==> src/rtl/console_pkg.sv <==
package console_pkg;

  localparam int BUS_W   = 16;
  localparam int CHAR_W  = 8;
  localparam int RDY_BIT = 15;

  localparam logic [BUS_W-1:0] ADDR_KSTAT = 16'hFE00;
  localparam logic [BUS_W-1:0] ADDR_KDATA = 16'hFE02;
  localparam logic [BUS_W-1:0] ADDR_DSTAT = 16'hFE04;
  localparam logic [BUS_W-1:0] ADDR_DDATA = 16'hFE06;
  localparam logic [BUS_W-1:0] ADDR_MCTL  = 16'hFFFE;
  localparam logic [BUS_W-1:0] MCTL_RST   = 16'h8000;

  typedef enum logic [2:0] {
    SEL_NONE,
    SEL_KSTAT,
    SEL_KDATA,
    SEL_DSTAT,
    SEL_DDATA,
    SEL_MCTL
  } reg_sel_e;

  function automatic reg_sel_e decode_addr(input logic [BUS_W-1:0] a);
    reg_sel_e s;
    case (a)
      ADDR_KSTAT: s = SEL_KSTAT;
      ADDR_KDATA: s = SEL_KDATA;
      ADDR_DSTAT: s = SEL_DSTAT;
      ADDR_DDATA: s = SEL_DDATA;
      ADDR_MCTL:  s = SEL_MCTL;
      default:    s = SEL_NONE;
    endcase
    return s;
  endfunction

  function automatic logic [BUS_W-1:0] status_word(input logic rdy);
    logic [BUS_W-1:0] w;
    w = '0;
    w[RDY_BIT] = rdy;
    return w;
  endfunction

  function automatic logic [BUS_W-1:0] char_word(input logic [CHAR_W-1:0] c);
    return {{(BUS_W-CHAR_W){1'b0}}, c};
  endfunction

endpackage

==> src/rtl/console_kbd_port.sv <==
module console_kbd_port
  import console_pkg::*;
(
  input  logic              clk,
  input  logic              rst_n,
  input  logic              key_stb,
  input  logic [CHAR_W-1:0] key_code,
  input  logic              clr_req,
  output logic              kb_ready,
  output logic [CHAR_W-1:0] kb_char,
  output logic              kb_accept,
  output logic              kb_clear
);

  assign kb_clear  = clr_req & kb_ready;
  assign kb_accept = key_stb & ~kb_ready;

  always_ff @(posedge clk) begin
    if (!rst_n) begin
      kb_ready <= 1'b0;
      kb_char  <= '0;
    end else if (kb_clear) begin
      kb_ready <= 1'b0;
    end else if (kb_accept) begin
      kb_ready <= 1'b1;
      kb_char  <= key_code;
    end
  end

endmodule

==> src/rtl/console_disp_port.sv <==
module console_disp_port
  import console_pkg::*;
#(
  parameter int BUSY_CYCLES = 4,
  parameter bit DONE_INPUT  = 1'b0
) (
  input  logic              clk,
  input  logic              rst_n,
  input  logic              wr_req,
  input  logic [CHAR_W-1:0] wr_char,
  input  logic              disp_done,
  output logic              dp_ready,
  output logic [CHAR_W-1:0] dp_char,
  output logic              dp_stb,
  output logic              dp_start,
  output logic              dp_finish
);

  localparam int CNT_W = $clog2(BUSY_CYCLES + 1);

  assign dp_start = wr_req & dp_ready;

  generate
    if (DONE_INPUT) begin : g_done
      assign dp_finish = ~dp_ready & disp_done;
    end else begin : g_timer
      logic [CNT_W-1:0] busy_cnt;
      logic             unused_done;
      assign unused_done = disp_done;
      assign dp_finish   = ~dp_ready & (busy_cnt == CNT_W'(1));
      always_ff @(posedge clk) begin
        if (!rst_n) begin
          busy_cnt <= '0;
        end else if (dp_start) begin
          busy_cnt <= CNT_W'(BUSY_CYCLES);
        end else if (!dp_ready && busy_cnt != '0) begin
          busy_cnt <= busy_cnt - CNT_W'(1);
        end
      end
    end
  endgenerate

  always_ff @(posedge clk) begin
    if (!rst_n) begin
      dp_ready <= 1'b1;
      dp_char  <= '0;
      dp_stb   <= 1'b0;
    end else begin
      dp_stb <= dp_start;
      if (dp_start) begin
        dp_ready <= 1'b0;
        dp_char  <= wr_char;
      end else if (dp_finish) begin
        dp_ready <= 1'b1;
      end
    end
  end

endmodule

==> src/rtl/console_ctl_reg.sv <==
module console_ctl_reg
  import console_pkg::*;
(
  input  logic             clk,
  input  logic             rst_n,
  input  logic             wr_en,
  input  logic [BUS_W-1:0] wr_data,
  output logic [BUS_W-1:0] ctl_q
);

  always_ff @(posedge clk) begin
    if (!rst_n)     ctl_q <= MCTL_RST;
    else if (wr_en) ctl_q <= wr_data;
  end

endmodule

==> src/rtl/console_mmio.sv <==
module console_mmio
  import console_pkg::*;
#(
  parameter int BUSY_CYCLES = 4,
  parameter bit DONE_INPUT  = 1'b0
) (
  input  logic        clk,
  input  logic        rst_n,
  input  logic [15:0] bus_addr,
  input  logic        bus_rd,
  input  logic        bus_wr,
  input  logic [15:0] bus_wdata,
  output logic [15:0] bus_rdata,
  input  logic        key_stb,
  input  logic [7:0]  key_code,
  output logic        disp_stb,
  output logic [7:0]  disp_char,
  input  logic        disp_done
);

  reg_sel_e          sel;
  logic              kbd_ready;
  logic [CHAR_W-1:0] kbd_char;
  logic              kb_accept;
  logic              kb_clear;
  logic              disp_ready;
  logic              disp_start;
  logic              disp_finish;
  logic [BUS_W-1:0]  mctl_q;

  assign sel = decode_addr(bus_addr);

  console_kbd_port u_kbd (
    .clk       (clk),
    .rst_n     (rst_n),
    .key_stb   (key_stb),
    .key_code  (key_code),
    .clr_req   (bus_rd && sel == SEL_KDATA),
    .kb_ready  (kbd_ready),
    .kb_char   (kbd_char),
    .kb_accept (kb_accept),
    .kb_clear  (kb_clear)
  );

  console_disp_port #(
    .BUSY_CYCLES (BUSY_CYCLES),
    .DONE_INPUT  (DONE_INPUT)
  ) u_disp (
    .clk       (clk),
    .rst_n     (rst_n),
    .wr_req    (bus_wr && sel == SEL_DDATA),
    .wr_char   (bus_wdata[CHAR_W-1:0]),
    .disp_done (disp_done),
    .dp_ready  (disp_ready),
    .dp_char   (disp_char),
    .dp_stb    (disp_stb),
    .dp_start  (disp_start),
    .dp_finish (disp_finish)
  );

  console_ctl_reg u_ctl (
    .clk     (clk),
    .rst_n   (rst_n),
    .wr_en   (bus_wr && sel == SEL_MCTL),
    .wr_data (bus_wdata),
    .ctl_q   (mctl_q)
  );

  always_comb begin
    bus_rdata = '0;
    if (bus_rd) begin
      case (sel)
        SEL_KSTAT: bus_rdata = status_word(kbd_ready);
        SEL_KDATA: bus_rdata = char_word(kbd_char);
        SEL_DSTAT: bus_rdata = status_word(disp_ready);
        SEL_DDATA: bus_rdata = char_word(disp_char);
        SEL_MCTL:  bus_rdata = mctl_q;
        default:   bus_rdata = '0;
      endcase
    end
  end

endmodule

==> config.mk <==
export PLATFORM = sky130hd
export DESIGN_NAME = console_mmio
export DESIGN_NICKNAME = d
export VERILOG_FILES = /design/src/rtl/console_pkg.sv /design/src/rtl/console_kbd_port.sv /design/src/rtl/console_disp_port.sv /design/src/rtl/console_ctl_reg.sv /design/src/rtl/console_mmio.sv
export SDC_FILE = /design/constraint.sdc
export NUM_CORES = 1
export LEC_CHECK = 0
export BUFFER_PORTS_ARGS = -buffer_cell sky130_fd_sc_hd__buf_2
export CORE_MARGIN = 1.5
export CORE_UTILIZATION = 49
export CTS_CLUSTER_SIZE = 25
export DETAILED_ROUTE_END_ITERATION = 10
export PLACE_DENSITY = 0.8
export REMOVE_ABC_BUFFERS = 1
export SETUP_SLACK_MARGIN = 0.3
export SYNTH_ARGS = -nofsm -noshare
export SYNTH_HDL_FRONTEND = slang
export SYNTH_SLANG_ARGS = --single-unit
==> constraint.sdc <==
create_clock -name clk -period 2 [get_ports clk]
set_input_delay 0.4 -clock clk [delete_from_list [all_inputs] [get_ports clk]]
set_output_delay 0.4 -clock clk [all_outputs]
set_load 0.005 [all_outputs]
== After elaboration in Yosys (flattened, before gate mapping) ==
Index checks and enable logic that the tools add are counted.
Cells by class
  reduce and logical (&&, ||, !) cells: 11
  equal/unequal tests: 11
  add/sub/neg operators: 1
  bitwise operators: 8
  mux-type cells: 7
Operators with widths (number)
  $eq A16 B16 Y1 const B: 5
  $pmux W16 S5: 1
  $mux W16: 1
  $pmux W3 S5: 1
  $eq A3 B1 Y1 const B: 2
  $eq A3 B2 Y1 const B: 2
  $eq A3 B3 Y1 const B: 2
  $mux W3: 2
  $and A1 B1 Y1: 4
  $logic_and A1 B1 Y1: 4
  $not A1 Y1: 4
  $reduce_bool A2 Y1: 2
  $reduce_or A2 Y1: 2
  $reduce_bool A3 Y1: 1
  $sub A3 B1 Y3 const B: 1
  $mux W1: 2
  $reduce_and A2 Y1: 1
  $logic_not A1 Y1: 1
Word-level totals
  logic and storage cells: 46
  output and inout port bits: 25
  register bits after elaboration: 38

== Depth between registers and ports, before layout ==
  depth after elaboration: 7
  mapped depth: 6
  mapped depth without buffers: 6

== Cells and area by module ==
Synthesis repeated with hierarchy kept, for this count alone.
Unflattened totals
  cell total of the unflattened synthesis: 244
  area total of the unflattened synthesis: 2075.7 sq um
Modules (own cells, without submodules)
  console_ctl_reg: seq. area each 320.3 sq um, cells each 51, area each 613.1 sq um, instances 1
  console_disp_port: seq. area each 260.2 sq um, cells each 64, area each 560.5 sq um, instances 1
  console_mmio: seq. area each 0.0 sq um, cells each 89, area each 523.0 sq um, instances 1
  console_kbd_port: seq. area each 180.2 sq um, cells each 40, area each 379.1 sq um, instances 1

== Worst setup path after synthesis ==
Ideal clock, no wire load.
  kind: in2out
  start point: input port bus_addr[0]
  end point: output port bus_rdata[10]
  cell stages on the path: 5
  path buffers: 1
  path slack: 0.063 ns
  data arrival time: 1.537 ns
  cell sequence: nand2b_1 or4_1 buf_2 nor3_4 and3_1
On the way
  longest elaborated chain between the ends: 5
  elaborated cells on any way between the ends: 13
RTL lines
  start: declaration: line console_mmio.sv:9  | input logic [15:0] bus_addr,
  $eq A16 B16 Y1: line console_pkg.sv:25  | case (a)
  $pmux W3 S5 (*): line console_pkg.sv:25
  $eq A3 B3 Y1, or another cell as far along: line console_mmio.sv:72  | case (sel)
  $pmux W16 S5 (*): line console_mmio.sv:72
  $mux W16 (*): line console_mmio.sv:71  | if (bus_rd) begin
  end: declaration: line console_mmio.sv:13  | output logic [15:0] bus_rdata,
Mark *: on every way between the ends. The rest lies on a longest branch, timed or not.

== Worst setup path after layout ==
Ends and elaborated chain as after synthesis.

==> metrics.md <==
| Metric | Value |
|---|---|
| Placed Instance Area | `0.002469 mm^2` |
| Synth Instances | `247` |
| Seq cells post-synth | `38` |
| Clk sink count | `38` |
| Setup WS post-layout | `-0.09873 ns` |
| Die Area | `between 0.004 and 0.005 mm^2` |
| Area leader, netlist | `dfxtp_1` |
| Final nets | `around 380` |
| H-Tree Depth | `2` |
| Crit path DAT | `about 1.7 ns` |
| Tmin final | `~2.1 ns` |
| Netlist cell types | `35` |
| Ys flop type | `dfxtp_1` |
| Std-Cell Rows | `22` |
| Total Power | `1.431 mW` |
| GR Util All Layers | `a little over a quarter` |
| Leakage | `around 1.1 nW` |
| Final setup violation count | `16` |
| Area of the multi-input gates | `between 0.001 and 0.0015 mm^2` |
| Insertion delay to the later sink of the worst-skew pair | `slightly below 0.3 ns` |
| Part of the cycle the worst path needs | `104.9%` |
| First-pass GRT wire length | `a little under 9 mm` |
| 1st-iter DRT viols | `about 150` |
| GPL Wtd Cong | `roughly 0.85` |
| Gr ovfl total | `0` |
| Worst r2r src | `u_disp.g_timer.busy_cnt[0]` |
| Slew HR | `66.22%` |
| Max clock buf depth | `2` |
| Clock skew after layout | `0.003981 ns` |
| Vias post-DR | `approximately 2200` |
| Hold EP | `u_ctl.ctl_q[15]` |
| Vias per cell | `~5.7` |
| Worst-Margin Slew | `between 0.5 and 0.6 ns` |
| Number of hold-repair buffers added at the cts stage | `0` |
| Place WS | `-0.1924 ns` |
| RSZ-0062 raised after global routing | `yes` |
| Vias in the first global route | `1931` |
| Routed WL | `~5.5 mm` |
| Antenna Cells | `0` |
| Post-DP HPWL | `4.010 mm` |
| Max-cap violations | `0` |
| Die X | `roughly 66 um` |
| Worst vdd ir | `around 0.49 mV` |
| Cells taking the most area after synthesis | `dfxtp_1 39%, a21oi_1 11%, nand3_1 7.5%, nand4_1 5.8%, mux2_2 4.6%` |
| CTS tree | `built` |
| Antenna viol nets, final | `0` |
| YS warnings | `0` |
| DR pass1 iterations | `4` |
| Drt wl/cell | `approximately 14 um` |
| Hold Fails Final Rpt | `0` |
| Hold Path Cell Cnt | `2` |
| Syn Area/Cell | `~7.9 um^2` |
| Required @ worst endpoint | `1.60 ns` |
| Violated checks | `setup timing` |
| Post-Syn Area | `between 0.0015 and 0.002 mm^2` |
| Initial Util | `between 50 and 60%` |
| TritonCTS Buffers | `5` |
| Post-synth EDFFs | `0` |
| Core ar. | `0.003744 mm^2` |
| Top Ports | `slightly above 70` |
| Final slew viol count | `0` |
| Reg-to-reg slack, setup | `around 0.47 ns` |
| Critical path launch point type | `primary input` |
| Status | `finished, violations left` |
| Setup CP Type | `primary input to output port` |
| Share of cells above drive strength 1 | `between 30 and 40%` |
| Root Driver | `clkbuf_8` |
| Area grow syn2layout | `34.30%` |
| Pwr per Cell Area | `roughly 550 mW/mm^2` |
| Share of the synthesized area in the top cell type | `between 30 and 40%` |
| Worst Hold Slack | `approximately 0.31 ns` |
| FF/Latch Area | `between 700 and 800 um^2` |
| Initial antenna violation count | `0` |
| Ys async rst share | `0%` |
| HP Class | `primary input to flip-flop` |
| Die Y | `between 60 and 70 um` |
| Sequential-to-total area share from yosys stat | `between 30% and 40%` |
| Port Buffer Count | `about 70` |
| Design area | `around 0.0026 mm^2` |
| Fill cells | `approximately 350` |
| Worst-path clk slew | `approximately 0.07 ns` |
| Crit path max fanout | `7` |
| DRC viols | `0` |
| Pin count of the biggest net entering global routing | `20` |
| Reg2Reg Depth | `5` |
| Hold Path Origin | `rst_n` |
| Fmax | `0.4765 GHz` |
| Reg-to-reg endpoint | `u_disp.g_timer.busy_cnt[1]` |
| CP Capture Type | `output port` |
[layer usage]
layer | wire length, um | GRT usage [%] | up-vias
met5 | 0 | 0 | -
met4 | 56 | 6.633 | 0
met3 | 290 | 5.622 | 8
met2 | 2689 | 43.69 | 72
met1 | 2470 | 35.63 | 1027
li1 | - | - | 1077
[metrics by stage]
step / setup TNS (ns) / util (%) / std cells
after detailed placement: -2.147 / 65.94 / 372
after global placement: -2.030 / 65.94 / 372
final: -1.131 / 69.62 / 381
after floorplan: -4.452 / - / 229
after global routing: -2.261 / 69.62 / 381
after CTS: -1.935 / 68.92 / 381
[cell families (layout without fill, tap and decap cells)]
logic type	after synthesis	in the layout	synth area share, %
compound gates	75	75	20.37
xor+xnor	2	2	0.9028
fa+ha+maj	3	3	1.934
buf+inv	22	108	5.158
flops	38	38	39.20
mux	8	8	4.642
simple gates	99	99	27.79
[worst max-delay path, stage by stage]
cell	delay [ns]
buf_8	0.10
nand2b_4	0.13
or4_4	0.53
nor3_4	0.23
and3_1	0.20
buf_2	0.11
[flip-flops by register name, indices dropped and copies added, names as in the netlist]
signal,flops
u_ctl.ctl_q,16
u_disp.dp_char,8
u_disp.dp_ready,1
u_disp.dp_stb,1
u_disp.g_timer.busy_cnt,3
u_kbd.kb_char,8
u_kbd.kb_ready,1
[cell usage after synthesis, types with 2 or more instances]
cell type   n
a21oi_1    44
nand3_1    29
mux2_2      8
inv_1       3
buf_2       5
dfxtp_1    38
nand2_1    20
nand4_1    18
and3_1      8
ha_1        3
a31oi_1     2
nor3_1      4
clkbuf_1   10
and4_1      2
nand2b_1    2
o21ai_0    15
o21ai_1    10
nor2_1      8
nor2b_1     2
[what timing repair did]
| item | CTS | global route |
|---|---|---|
| resized for setup | 3 | 5 |
| setup buffers | 2 | 0 |
| endpoints found under the setup margin | 16 | 16 |
| pin swaps | 9 | 7 |
| gates cloned | 0 | 0 |
[report_power, final]
group          switching (mW)  internal (mW)  leakage (nW)  total [mW]
Sequential            0.00603          0.768         0.308       0.774
Clock                   0.261          0.234        0.0438       0.494
Combinational          0.0880         0.0746         0.744       0.163
Total                   0.355           1.08          1.10        1.43
[layout make-up]
cell class / count / area share [%]
multi-input cells: 187 / 42.58
clock buffers: 5 / 2.640
clock inverters: 2 / 0.3841
flip-flops and latches: 38 / 29.19
repair buffers: 97 / 22.32
well taps: 48 / 2.304
inverters: 4 / 0.5761
[worst max path at each step]
stage,cells after the start,to,from
finish,6,bus_rdata[10],bus_addr[0]
global route,8,bus_rdata[15],bus_addr[8]
CTS,6,bus_rdata[10],bus_addr[0]
detailed placement,6,bus_rdata[10],bus_addr[0]
global placement,6,bus_rdata[13],bus_addr[0]
floorplan,4,bus_rdata[15],bus_addr[15]
[cells in the final DEF, fill, tap and decap left out, types with 2 or more instances in the layout]
master,instances
dfxtp_1,38
buf_4,26
o21ai_1,10
and3_1,8
nand4_1,18
a21oi_1,43
nand2_1,20
and4_1,2
nand3_1,29
nor2b_1,2
o21ai_0,15
ha_1,3
mux2_2,8
buf_2,68
nor2_1,8
inv_1,3
nor3_1,4
a31oi_1,2
clkbuf_8,5
clkinv_2,2
Note: power is estimated with default switching activity, not from simulation.
